$ cat src/rtl/xram_steer_pkg.sv
package xram_steer_pkg;
    localparam int ADDR_W = 16;

    localparam logic [7:0] REG_PTR_LO = 8'h82;
    localparam logic [7:0] REG_PTR_HI = 8'h83;
    localparam logic [7:0] REG_MEMCFG = 8'h8E;
    localparam logic [7:0] REG_PSEL   = 8'hA2;

    localparam int MEMCFG_EXT_BIT = 1;
    localparam int PSEL_SEL_BIT   = 0;
    localparam int PSEL_FLAG_BIT  = 3;

    typedef enum logic {
        ACC_NARROW = 1'b0,
        ACC_WIDE   = 1'b1
    } acc_form_e;

    typedef struct packed {
        logic              onchip;
        logic [ADDR_W-1:0] addr;
    } route_t;
endpackage

$ cat src/rtl/xram_steer_ctl.sv
module xram_steer_ctl (
    input  logic clk,
    input  logic rst_n,
    input  logic cfg_we,
    input  logic psel_we,
    input  logic new_ext,
    input  logic new_sel,
    input  logic new_flag,
    input  logic sel_inc,
    output logic ext_mode,
    output logic sel,
    output logic flag
);
    typedef struct packed {
        logic ext;
        logic sel;
        logic flag;
    } ctl_t;

    ctl_t ctl_d, ctl_q;

    always_comb begin
        ctl_d = ctl_q;
        if (sel_inc) begin
            ctl_d.sel = ~ctl_q.sel;
        end
        if (psel_we) begin
            ctl_d.sel  = new_sel;
            ctl_d.flag = new_flag;
        end
        if (cfg_we) begin
            ctl_d.ext = new_ext;
        end
    end

    always_ff @(posedge clk or negedge rst_n) begin
        if (!rst_n) begin
            ctl_q <= '0;
        end else begin
            ctl_q <= ctl_d;
        end
    end

    assign ext_mode = ctl_q.ext;
    assign sel      = ctl_q.sel;
    assign flag     = ctl_q.flag;
endmodule

$ cat src/rtl/xram_steer_ptrs.sv
module xram_steer_ptrs
    import xram_steer_pkg::*;
#(
    parameter int NUM_PTR = 2
) (
    input  logic              clk,
    input  logic              rst_n,
    input  logic              sel,
    input  logic              ld_lo,
    input  logic              ld_hi,
    input  logic [7:0]        wbyte,
    input  logic              inc,
    output logic [ADDR_W-1:0] cur
);
    logic [ADDR_W-1:0] ptr_d [NUM_PTR];
    logic [ADDR_W-1:0] ptr_q [NUM_PTR];

    for (genvar g = 0; g < NUM_PTR; g++) begin : g_ptr
        logic hit;
        assign hit = (int'(sel) == g);

        always_comb begin
            ptr_d[g] = ptr_q[g];
            if (hit) begin
                if (ld_lo || ld_hi) begin
                    if (ld_lo) ptr_d[g][7:0]  = wbyte;
                    if (ld_hi) ptr_d[g][15:8] = wbyte;
                end else if (inc) begin
                    ptr_d[g] = ptr_q[g] + 16'd1;
                end
            end
        end

        always_ff @(posedge clk or negedge rst_n) begin
            if (!rst_n) begin
                ptr_q[g] <= '0;
            end else begin
                ptr_q[g] <= ptr_d[g];
            end
        end
    end

    assign cur = ptr_q[sel];
endmodule

$ cat src/rtl/xram_steer_route.sv
module xram_steer_route
    import xram_steer_pkg::*;
#(
    parameter int XRAM_BYTES = 768
) (
    input  acc_form_e         form,
    input  logic              ext_mode,
    input  logic [7:0]        page_hi,
    input  logic [7:0]        reg_val,
    input  logic [ADDR_W-1:0] ptr,
    output route_t            route
);
    localparam logic [ADDR_W:0] LIMIT = (ADDR_W+1)'(XRAM_BYTES);

    always_comb begin
        if (form == ACC_WIDE) begin
            route.addr = ptr;
        end else if (ext_mode) begin
            route.addr = {page_hi, reg_val};
        end else begin
            route.addr = {8'h00, reg_val};
        end
        route.onchip = !ext_mode && ({1'b0, route.addr} < LIMIT);
    end
endmodule

$ cat src/rtl/xram_steer.sv
module xram_steer
    import xram_steer_pkg::*;
#(
    parameter int XRAM_BYTES = 768,
    localparam int XRAM_AW   = $clog2(XRAM_BYTES)
) (
    input  logic               clk,
    input  logic               rst_n,
    input  logic               acc_req,
    input  logic               acc_wr,
    input  logic               acc_wide,
    input  logic [7:0]         acc_reg,
    input  logic [7:0]         acc_wdata,
    input  logic [7:0]         page_hi,
    input  logic               ptr_inc,
    input  logic               sel_inc,
    input  logic               sfr_wr,
    input  logic [7:0]         sfr_addr,
    input  logic [7:0]         sfr_wdata,
    output logic               xram_en,
    output logic               xram_we,
    output logic [XRAM_AW-1:0] xram_addr,
    output logic               ext_req,
    output logic               ext_rd,
    output logic               ext_wr,
    output logic [7:0]         ext_hi,
    output logic [7:0]         ext_lo,
    output logic [7:0]         wdata,
    output logic [15:0]        ptr_cur,
    output logic               ptr_sel,
    output logic               gp_flag,
    output logic               ext_mode
);
    typedef struct packed {
        logic               xram_en;
        logic               xram_we;
        logic [XRAM_AW-1:0] xram_addr;
        logic               ext_req;
        logic               ext_rd;
        logic               ext_wr;
        logic [7:0]         ext_hi;
        logic [7:0]         ext_lo;
        logic [7:0]         wdata;
    } out_t;

    out_t   out_d, out_q;
    route_t route;
    logic   cfg_we, psel_we, ld_lo, ld_hi;
    logic   sel_q;
    logic [ADDR_W-1:0] ptr_q;

    assign cfg_we  = sfr_wr && (sfr_addr == REG_MEMCFG);
    assign psel_we = sfr_wr && (sfr_addr == REG_PSEL);
    assign ld_lo   = sfr_wr && (sfr_addr == REG_PTR_LO);
    assign ld_hi   = sfr_wr && (sfr_addr == REG_PTR_HI);

    xram_steer_ctl u_ctl (
        .clk      (clk),
        .rst_n    (rst_n),
        .cfg_we   (cfg_we),
        .psel_we  (psel_we),
        .new_ext  (sfr_wdata[MEMCFG_EXT_BIT]),
        .new_sel  (sfr_wdata[PSEL_SEL_BIT]),
        .new_flag (sfr_wdata[PSEL_FLAG_BIT]),
        .sel_inc  (sel_inc),
        .ext_mode (ext_mode),
        .sel      (sel_q),
        .flag     (gp_flag)
    );

    xram_steer_ptrs #(.NUM_PTR(2)) u_ptrs (
        .clk   (clk),
        .rst_n (rst_n),
        .sel   (sel_q),
        .ld_lo (ld_lo),
        .ld_hi (ld_hi),
        .wbyte (sfr_wdata),
        .inc   (ptr_inc),
        .cur   (ptr_q)
    );

    xram_steer_route #(.XRAM_BYTES(XRAM_BYTES)) u_route (
        .form     (acc_form_e'(acc_wide)),
        .ext_mode (ext_mode),
        .page_hi  (page_hi),
        .reg_val  (acc_reg),
        .ptr      (ptr_q),
        .route    (route)
    );

    always_comb begin
        out_d           = '0;
        out_d.xram_addr = route.addr[XRAM_AW-1:0];
        if (acc_req) begin
            out_d.wdata = acc_wr ? acc_wdata : 8'h00;
            if (route.onchip) begin
                out_d.xram_en = 1'b1;
                out_d.xram_we = acc_wr;
            end else begin
                out_d.ext_req = 1'b1;
                out_d.ext_rd  = !acc_wr;
                out_d.ext_wr  = acc_wr;
                out_d.ext_hi  = route.addr[15:8];
                out_d.ext_lo  = route.addr[7:0];
            end
        end
    end

    always_ff @(posedge clk or negedge rst_n) begin
        if (!rst_n) begin
            out_q <= '0;
        end else begin
            out_q <= out_d;
        end
    end

    assign xram_en   = out_q.xram_en;
    assign xram_we   = out_q.xram_we;
    assign xram_addr = out_q.xram_addr;
    assign ext_req   = out_q.ext_req;
    assign ext_rd    = out_q.ext_rd;
    assign ext_wr    = out_q.ext_wr;
    assign ext_hi    = out_q.ext_hi;
    assign ext_lo    = out_q.ext_lo;
    assign wdata     = out_q.wdata;
    assign ptr_cur   = ptr_q;
    assign ptr_sel   = sel_q;
endmodule

$ cat config.mk
export PLATFORM = sky130hd
export DESIGN_NAME = xram_steer
export DESIGN_NICKNAME = d
export VERILOG_FILES = /design/src/rtl/xram_steer_pkg.sv /design/src/rtl/xram_steer_ctl.sv /design/src/rtl/xram_steer_ptrs.sv /design/src/rtl/xram_steer_route.sv /design/src/rtl/xram_steer.sv
export SDC_FILE = /design/constraint.sdc
export NUM_CORES = 1
export LEC_CHECK = 0
export ABC_CLOCK_PERIOD_IN_PS = 1600
export BUFFER_PORTS_ARGS = -buffer_cell sky130_fd_sc_hd__buf_2
export CORE_MARGIN = 2
export CORE_UTILIZATION = 40
export CTS_CLUSTER_SIZE = 8
export DETAILED_ROUTE_END_ITERATION = 8
export PLACE_DENSITY = 0.66
export REMOVE_ABC_BUFFERS = 1
export SYNTH_ARGS = -nofsm -noshare
export SYNTH_HDL_FRONTEND = slang
export SYNTH_SLANG_ARGS = --single-unit
$ cat constraint.sdc
create_clock -name clk -period 1.6 [get_ports clk]
set_input_delay 0.32 -clock clk [delete_from_list [all_inputs] [get_ports clk]]
set_output_delay 0.32 -clock clk [all_outputs]
set_load 0.1 [all_outputs]
==> reports/qor.yml, run 1 <==
stdcell_area_um2: 6610
arrival_ps: 1540
reg2reg_slack_ps: -160
cts_buffer_depth: 2
cp_cell_sequence: "buf_12, buf_6, o21ai_2, buf_6, buf_12"
vias: 4284
antenna_cells: 0
ir_drop_v: 0.00220
numCtsBuffers: 9
num_io_pins: 106
report.final.slew_viol_count: 0
finClkSkew_ps: 14.3
synth_seq_cells: 74
power.density_nw_per_um2: 1920
syn_area_per_cell_um2: 10.6
final_cell_mix: "84 x buf_2, 74 x buf_4, 71 x dfrtp_1"
rows: 37
cts_root_buf: "clkbuf_8"
startpoint_type: "flop"
die_area_um2: 11200
grt.total_usage_pct: 25.9
critPathKind: "reg -> out"
drc: 0
synth_area_leaders: "dfrtp_1 45%, mux2_2 7.4%, o22a_1 4.5%"
yosysTopAreaCellShare_pct: 44.8
dieWidth_um: 106
worstHoldPathType: "in -> reg"
yosys.area.top_type: "dfrtp_1"
fin_crit_sh_pct: 116
syn_area_um2: 4130
startpoint: "u_ctl.sel"
grt_start_max_net_pins: 35
final.setup.worst_slack_ps: -263
post-place-ws_ps: -473
cts_max_level: 3
tns_ps: -5700
portBuffers: 105
synthArstFlopShare_pct: 100
relSlewSlack_pct: 67.2
outcome: "finished with violations"
r2r-start: "u_ctl.sel"
grt_pass1_wl_mm: 22.5
endpoint: "ptr_cur[15]"
fin_util_pct: 64.9
core-area_um2: 10200
multi_input_area_um2: 2440
drtAntennaViolNets: 0
clk_latency_ps: 360
cp_slowest_stage_delay_ps: 460
nFillCells: 799
ys.flop_type: "dfrtp_1"
place.gp.congestion: 0.934
hpwl_mm: 9.68
antenna_found_initial: 0
critPathMaxFanout: 15
grt_pass1_vias: 4192
start_util_pct: 40.6
final-seq-area_um2: 1860
worstMarginPinSlew_ps: 490
layout_commonest_cell: "buf_2"
area_growth_pct: 59.9
fin_crit_ps: 1860
crit_path_end_kind: "output pin"
nNetsFinal: 632
finalSetupViolCount: 54
path_clk_slew_ps: 80
dieHeight_um: 106
power_mw: 12.7
numClockSinks: 74
netlist_instances: 390
postPlaceCellArea_um2: 5670
drtIter0Drc: 280
dr.pass1.iters: 5
timing.rr.end: "xram_we"
synth_edf_count: 0
seq_area_frac_synth_pct: 44.8
power.leakage_nw: 3.02
overflow: 0
drive_gt1_share_pct: 54.6
cts_tree: "built"
fmax_mhz: 537
required_ps: 1280
wl_per_cell_um: 20.0
maxCapViolCount: 0
rsz0062_at_grt: "true"
synth_cell_types: 60
drt_wl_total_mm: 14.4
violations: "negative setup slack"
viasPerCell: 5.93
reg2regPathDepth: 8
final_hold_viol_count: 0
crit_slowest_cell: "dfrtp_2"
ys_warn_count: 0
-- kinds of logic (layout without fill, tap and decap cells) --
| kind of cell | Yosys count | count (layout) | synth area share, % |
|---|---|---|---|
| AOI/OAI and AO/OA | 125 | 125 | 23.7 |
| muxes | 29 | 29 | 8.09 |
| xor gates and xnor gates | 1 | 1 | 0.212 |
| and+or+nand+nor | 116 | 116 | 18.1 |
| adders and majority gates | 2 | 2 | 0.606 |
| DFF | 74 | 74 | 44.8 |
| buffers and inverters | 43 | 239 | 4.54 |
-- cell usage after synthesis (2+ instances only) --
master / count
nand4b_1: 2
nor4_1: 3
and3_1: 17
buf_2: 6
a31oi_1: 18
mux2_4: 2
mux2_2: 27
a21boi_0: 2
a41oi_1: 8
and4_1: 5
nand4_1: 14
nor3_2: 7
a22oi_1: 12
a2bb2oi_1: 9
a211oi_1: 2
nor2b_1: 7
buf_6: 2
o221ai_1: 6
nor3_1: 3
nor3_4: 2
o21ai_0: 3
o21ai_2: 2
a221oi_1: 12
nand3_1: 12
and2_1: 10
clkbuf_1: 19
nor2_1: 4
ha_1: 2
o21ai_1: 2
inv_1: 10
or4_1: 2
dfrtp_1: 74
buf_1: 4
nand2_1: 19
o22a_1: 21
a21oi_1: 16
-- metal layers --
metal | share of wire, % | global-route usage, % | up-vias | wire length [um]
met5 | 0 | 0 | - | 0
met4 | 3.4 | 12.0 | 0 | 493
met3 | 7.0 | 4.95 | 39 | 1010
met2 | 49 | 41.8 | 216 | 7040
met1 | 41 | 33.7 | 2101 | 5880
li1 | - | - | 1928 | -
-- repair_timing --
item / in CTS / in global routing
hold buffers: 1 / 0
resized for setup: 59 / 61
pin swaps: 19 / 30
setup endpoints to repair: 56 / 64
buffers inserted: 13 / 4
endpoints found under the hold margin: 27 / 0
gates cloned: 5 / 0
-- state kept, by name (all words and copies together), names as in the netlist, 8 cells and up --
| signal | cells |
|---|---|
| u_ptrs.ptr_q | 32 |
| xram_addr | 10 |
| ext_hi | 8 |
| ext_lo | 8 |
| wdata | 8 |
-- per-stage QoR --
step                      std cells  hold slack (ps)
final                           722              201
after global routing            722              201
after floorplan                 358             24.4
after global placement          687              292
after detailed placement        687              289
after CTS                       721              189
-- worst min-delay path by stage --
stage	start	endpoint	slack (ps)	depth (start not counted)
3_5_place_dp	rst_n	u_ptrs.ptr_q[25]	290	1
4_1_cts	acc_wdata[2]	wdata[2]	190	2
5_1_grt	acc_wdata[4]	wdata[4]	200	2
3_3_place_gp	rst_n	u_ptrs.ptr_q[25]	290	1
2_1_floorplan	rst_n	ext_hi[0]	20	0
6_report	page_hi[1]	xram_addr[9]	200	2
-- final cells by class --
type	instances	share of cell area [%]
repair buffers	213	28.2
multi-input cells	273	36.9
clock inverters	6	1.72
inverters	11	0.644
clock buffers	9	1.88
flip-flops and latches	74	28.1
well taps	136	2.58
-- critical path: cells and delay by family, from the launching register on --
kind	cells	cell delay (ps)
flip-flops	1	460
AO/OA/AOI/OAI	1	130
buffers and inverters	4	590
-- report_power, final --
part	internal [mW]	switching, mW
clock	1.03	0.757
sequential	2.32	0.440
combinational	3.01	5.14
Power figures use the tool's default switching activity.
==> inputs of run 2 (changes only) <==
--- a/config.mk
+++ b/config.mk
@@ -8,10 +8,10 @@
 export ABC_CLOCK_PERIOD_IN_PS = 1600
 export BUFFER_PORTS_ARGS = -buffer_cell sky130_fd_sc_hd__buf_2
 export CORE_MARGIN = 2
-export CORE_UTILIZATION = 40
+export CORE_UTILIZATION = 45
 export CTS_CLUSTER_SIZE = 8
 export DETAILED_ROUTE_END_ITERATION = 8
-export PLACE_DENSITY = 0.66
+export PLACE_DENSITY = 0.73
 export REMOVE_ABC_BUFFERS = 1
 export SYNTH_ARGS = -nofsm -noshare
 export SYNTH_HDL_FRONTEND = slang
==> run 2 against run 1 <==
Compared with the run above:
- the flow still finishes with violations (negative setup slack)
- sequential power rose by 5%
- worst setup slack got worse by 68 ps
- critical path depth fell by 2
- sequential share of layout area rose by 0.46 points
- total power rose by 5.1%
- clock power rose by 8%
- routed wire length rose by 12%
==> reports/qor.yml, run 2 (same netlist as run 1, synthesis figures left out) <==
layout_commonest_cell: "buf_2"
place.gp.congestion: 0.965  # +3.2%
dieWidth_um: 99.8  # -5.5%
maxCapViolCount: 0  # unchanged
outcome: "finished with violations"
post-place-ws_ps: -465  # +7.71 ps
start_util_pct: 46.9  # +6.3 points
fin_crit_ps: 1930  # +67.6 ps
cts_root_buf: "clkbuf_8"
path_clk_slew_ps: 80  # about the same
rsz0062_at_grt: "true"
fin_util_pct: 73.7  # +8.9 points
min_path_cells: 2  # unchanged
final.setup.worst_slack_ps: -330  # -67.6 ps
tns_ps: -7150  # -1450 ps
cts_buffer_depth: 2  # unchanged
vias: 4509  # +5.3%
grt_start_max_net_pins: 40  # +14%
critPathKind: "reg -> out"
r2r-start: "u_ctl.sel"
worstHoldPathType: "in -> reg"
dieHeight_um: 99.8  # -5.5%
hold_end: "wdata[3]"
top_register: "u_ptrs.ptr_q"
final_cell_mix: "84 x buf_2, 75 x buf_4, 72 x dfrtp_1"
grt.total_usage_pct: 27.6  # +1.8 points
rows: 34  # -8.1%
whs_ps: 200  # -1.21 ps
report.final.slew_viol_count: 0  # unchanged
antenna_cells: 0  # unchanged
final_hold_viol_count: 0  # unchanged
clk_latency_ps: 360  # about the same
core-area_um2: 8810  # -14%
drive_gt1_share_pct: 52.7  # -1.9 points
dr.pass1.iters: 5  # unchanged
numClockSinks: 74  # unchanged
power.leakage_nw: 3.00  # -0.67%
worstMarginPinSlew_ps: 600  # +109 ps
postPlaceCellArea_um2: 5580  # -1.7%
ir_drop_v: 0.00296  # +34%
critPathMaxFanout: 5  # -10
grt_pass1_wl_mm: 21.6  # -3.9%
cts_max_level: 3  # unchanged
largest_register_ffs: 32  # unchanged
drc: 0  # unchanged
fmax_mhz: 518  # -3.5%
violations: "negative setup slack"
grt_pass1_vias: 4111  # -1.9%
nFillCells: 570  # -29%
timing.rr.end: "xram_we"
reg2reg_slack_ps: -120  # +40 ps
antenna_found_initial: 0  # unchanged
viasPerCell: 6.52  # +9.8%
numCtsBuffers: 9  # unchanged
startpoint_type: "flop"
stdcell_area_um2: 6490  # -1.7%
drtAntennaViolNets: 0  # unchanged
arrival_ps: 1610  # +70 ps
nNetsFinal: 630  # -0.32%
area_growth_pct: 57.2
finalSetupViolCount: 58  # +7.4%
finClkSkew_ps: 6.69  # -7.65 ps
drt_wl_total_mm: 16.2  # +12%
overflow: 0  # unchanged
hpwl_mm: 10.0  # +3.4%
power.density_nw_per_um2: 2060  # +6.9%
drtIter0Drc: 530  # +89%
num_io_pins: 106  # unchanged
required_ps: 1280  # about the same
reg2regPathDepth: 7  # -1
portBuffers: 105  # unchanged
die_area_um2: 9960  # -11%
crit_path_end_kind: "output pin"
wl_per_cell_um: 23.3  # +17%
min_from: "acc_wdata[3]"
relSlewSlack_pct: 59.9  # -7.3 points
fin_crit_sh_pct: 121  # +4.2 points
cts_tree: "built"
[run 2: layer usage]
layer	vias to the layer above	global-route usage, %	wire, um
met5	-	0	0
met3	93	5.01	1480
li1	1916	-	-
met4	0	8.85	706
met1	2163	37.1	6060
met2	337	45.8	7910
[run 2: through the flow]
stage               power [mW]  cells
floorplan                 7.47    358
global placement          9.94    651
detailed placement        10.0    651
CTS                       12.2    672
global route              13.7    692
finish                    13.3    692
[run 2: timing repair]
item,in CTS,in global routing
setup buffers,5,17
pin swaps,7,24
gates cloned,0,4
endpoints found under the hold margin,21,0
setup endpoints to repair,47,65
resized for setup,15,82
hold buffers,1,0
[run 2: layout make-up]
| cell class | instances | area, um^2 | share of cell area (%) |
|---|---|---|---|
| flip-flops and latches | 74 | 1850 | 28.6 |
| inverters | 11 | 45.0 | 0.694 |
| clock buffers | 9 | 124 | 1.91 |
| repair buffers | 210 | 1800 | 27.8 |
| clock inverters | 6 | 138 | 2.12 |
| multi-input cells | 273 | 2390 | 36.8 |
| repair inverters | 1 | 5.00 | 0.0771 |
| well taps | 108 | 135 | 2.08 |
[run 2: power by group]
group,switching [mW],leakage (nW),internal (mW),total [mW]
clock,0.744,0.130,1.20,1.94
sequential,0.568,0.902,2.32,2.89
combinational,5.33,1.97,3.19,8.52
total,6.64,3.00,6.70,13.3
[run 2: worst max-delay path by stage]
| stage | from | end | slack, ps | depth (start not counted) |
|---|---|---|---|---|
| 2_1_floorplan | u_ctl.sel | ext_hi[7] | -2500 | 3 |
| 3_3_place_gp | sfr_addr[3] | u_ptrs.ptr_q[13] | -430 | 7 |
| 3_5_place_dp | sfr_addr[3] | u_ptrs.ptr_q[22] | -460 | 7 |
| 4_1_cts | u_ctl.sel | ptr_cur[15] | -270 | 6 |
| 5_1_grt | u_ctl.sel | ptr_cur[4] | -350 | 3 |
| 6_report | u_ctl.sel | ptr_cur[6] | -330 | 3 |
[run 2: critical path, cell delays in order, from the launching register on]
cell       delay (ps)
dfrtp_2           520
clkbuf_16         210
mux2_4            340
buf_12            170
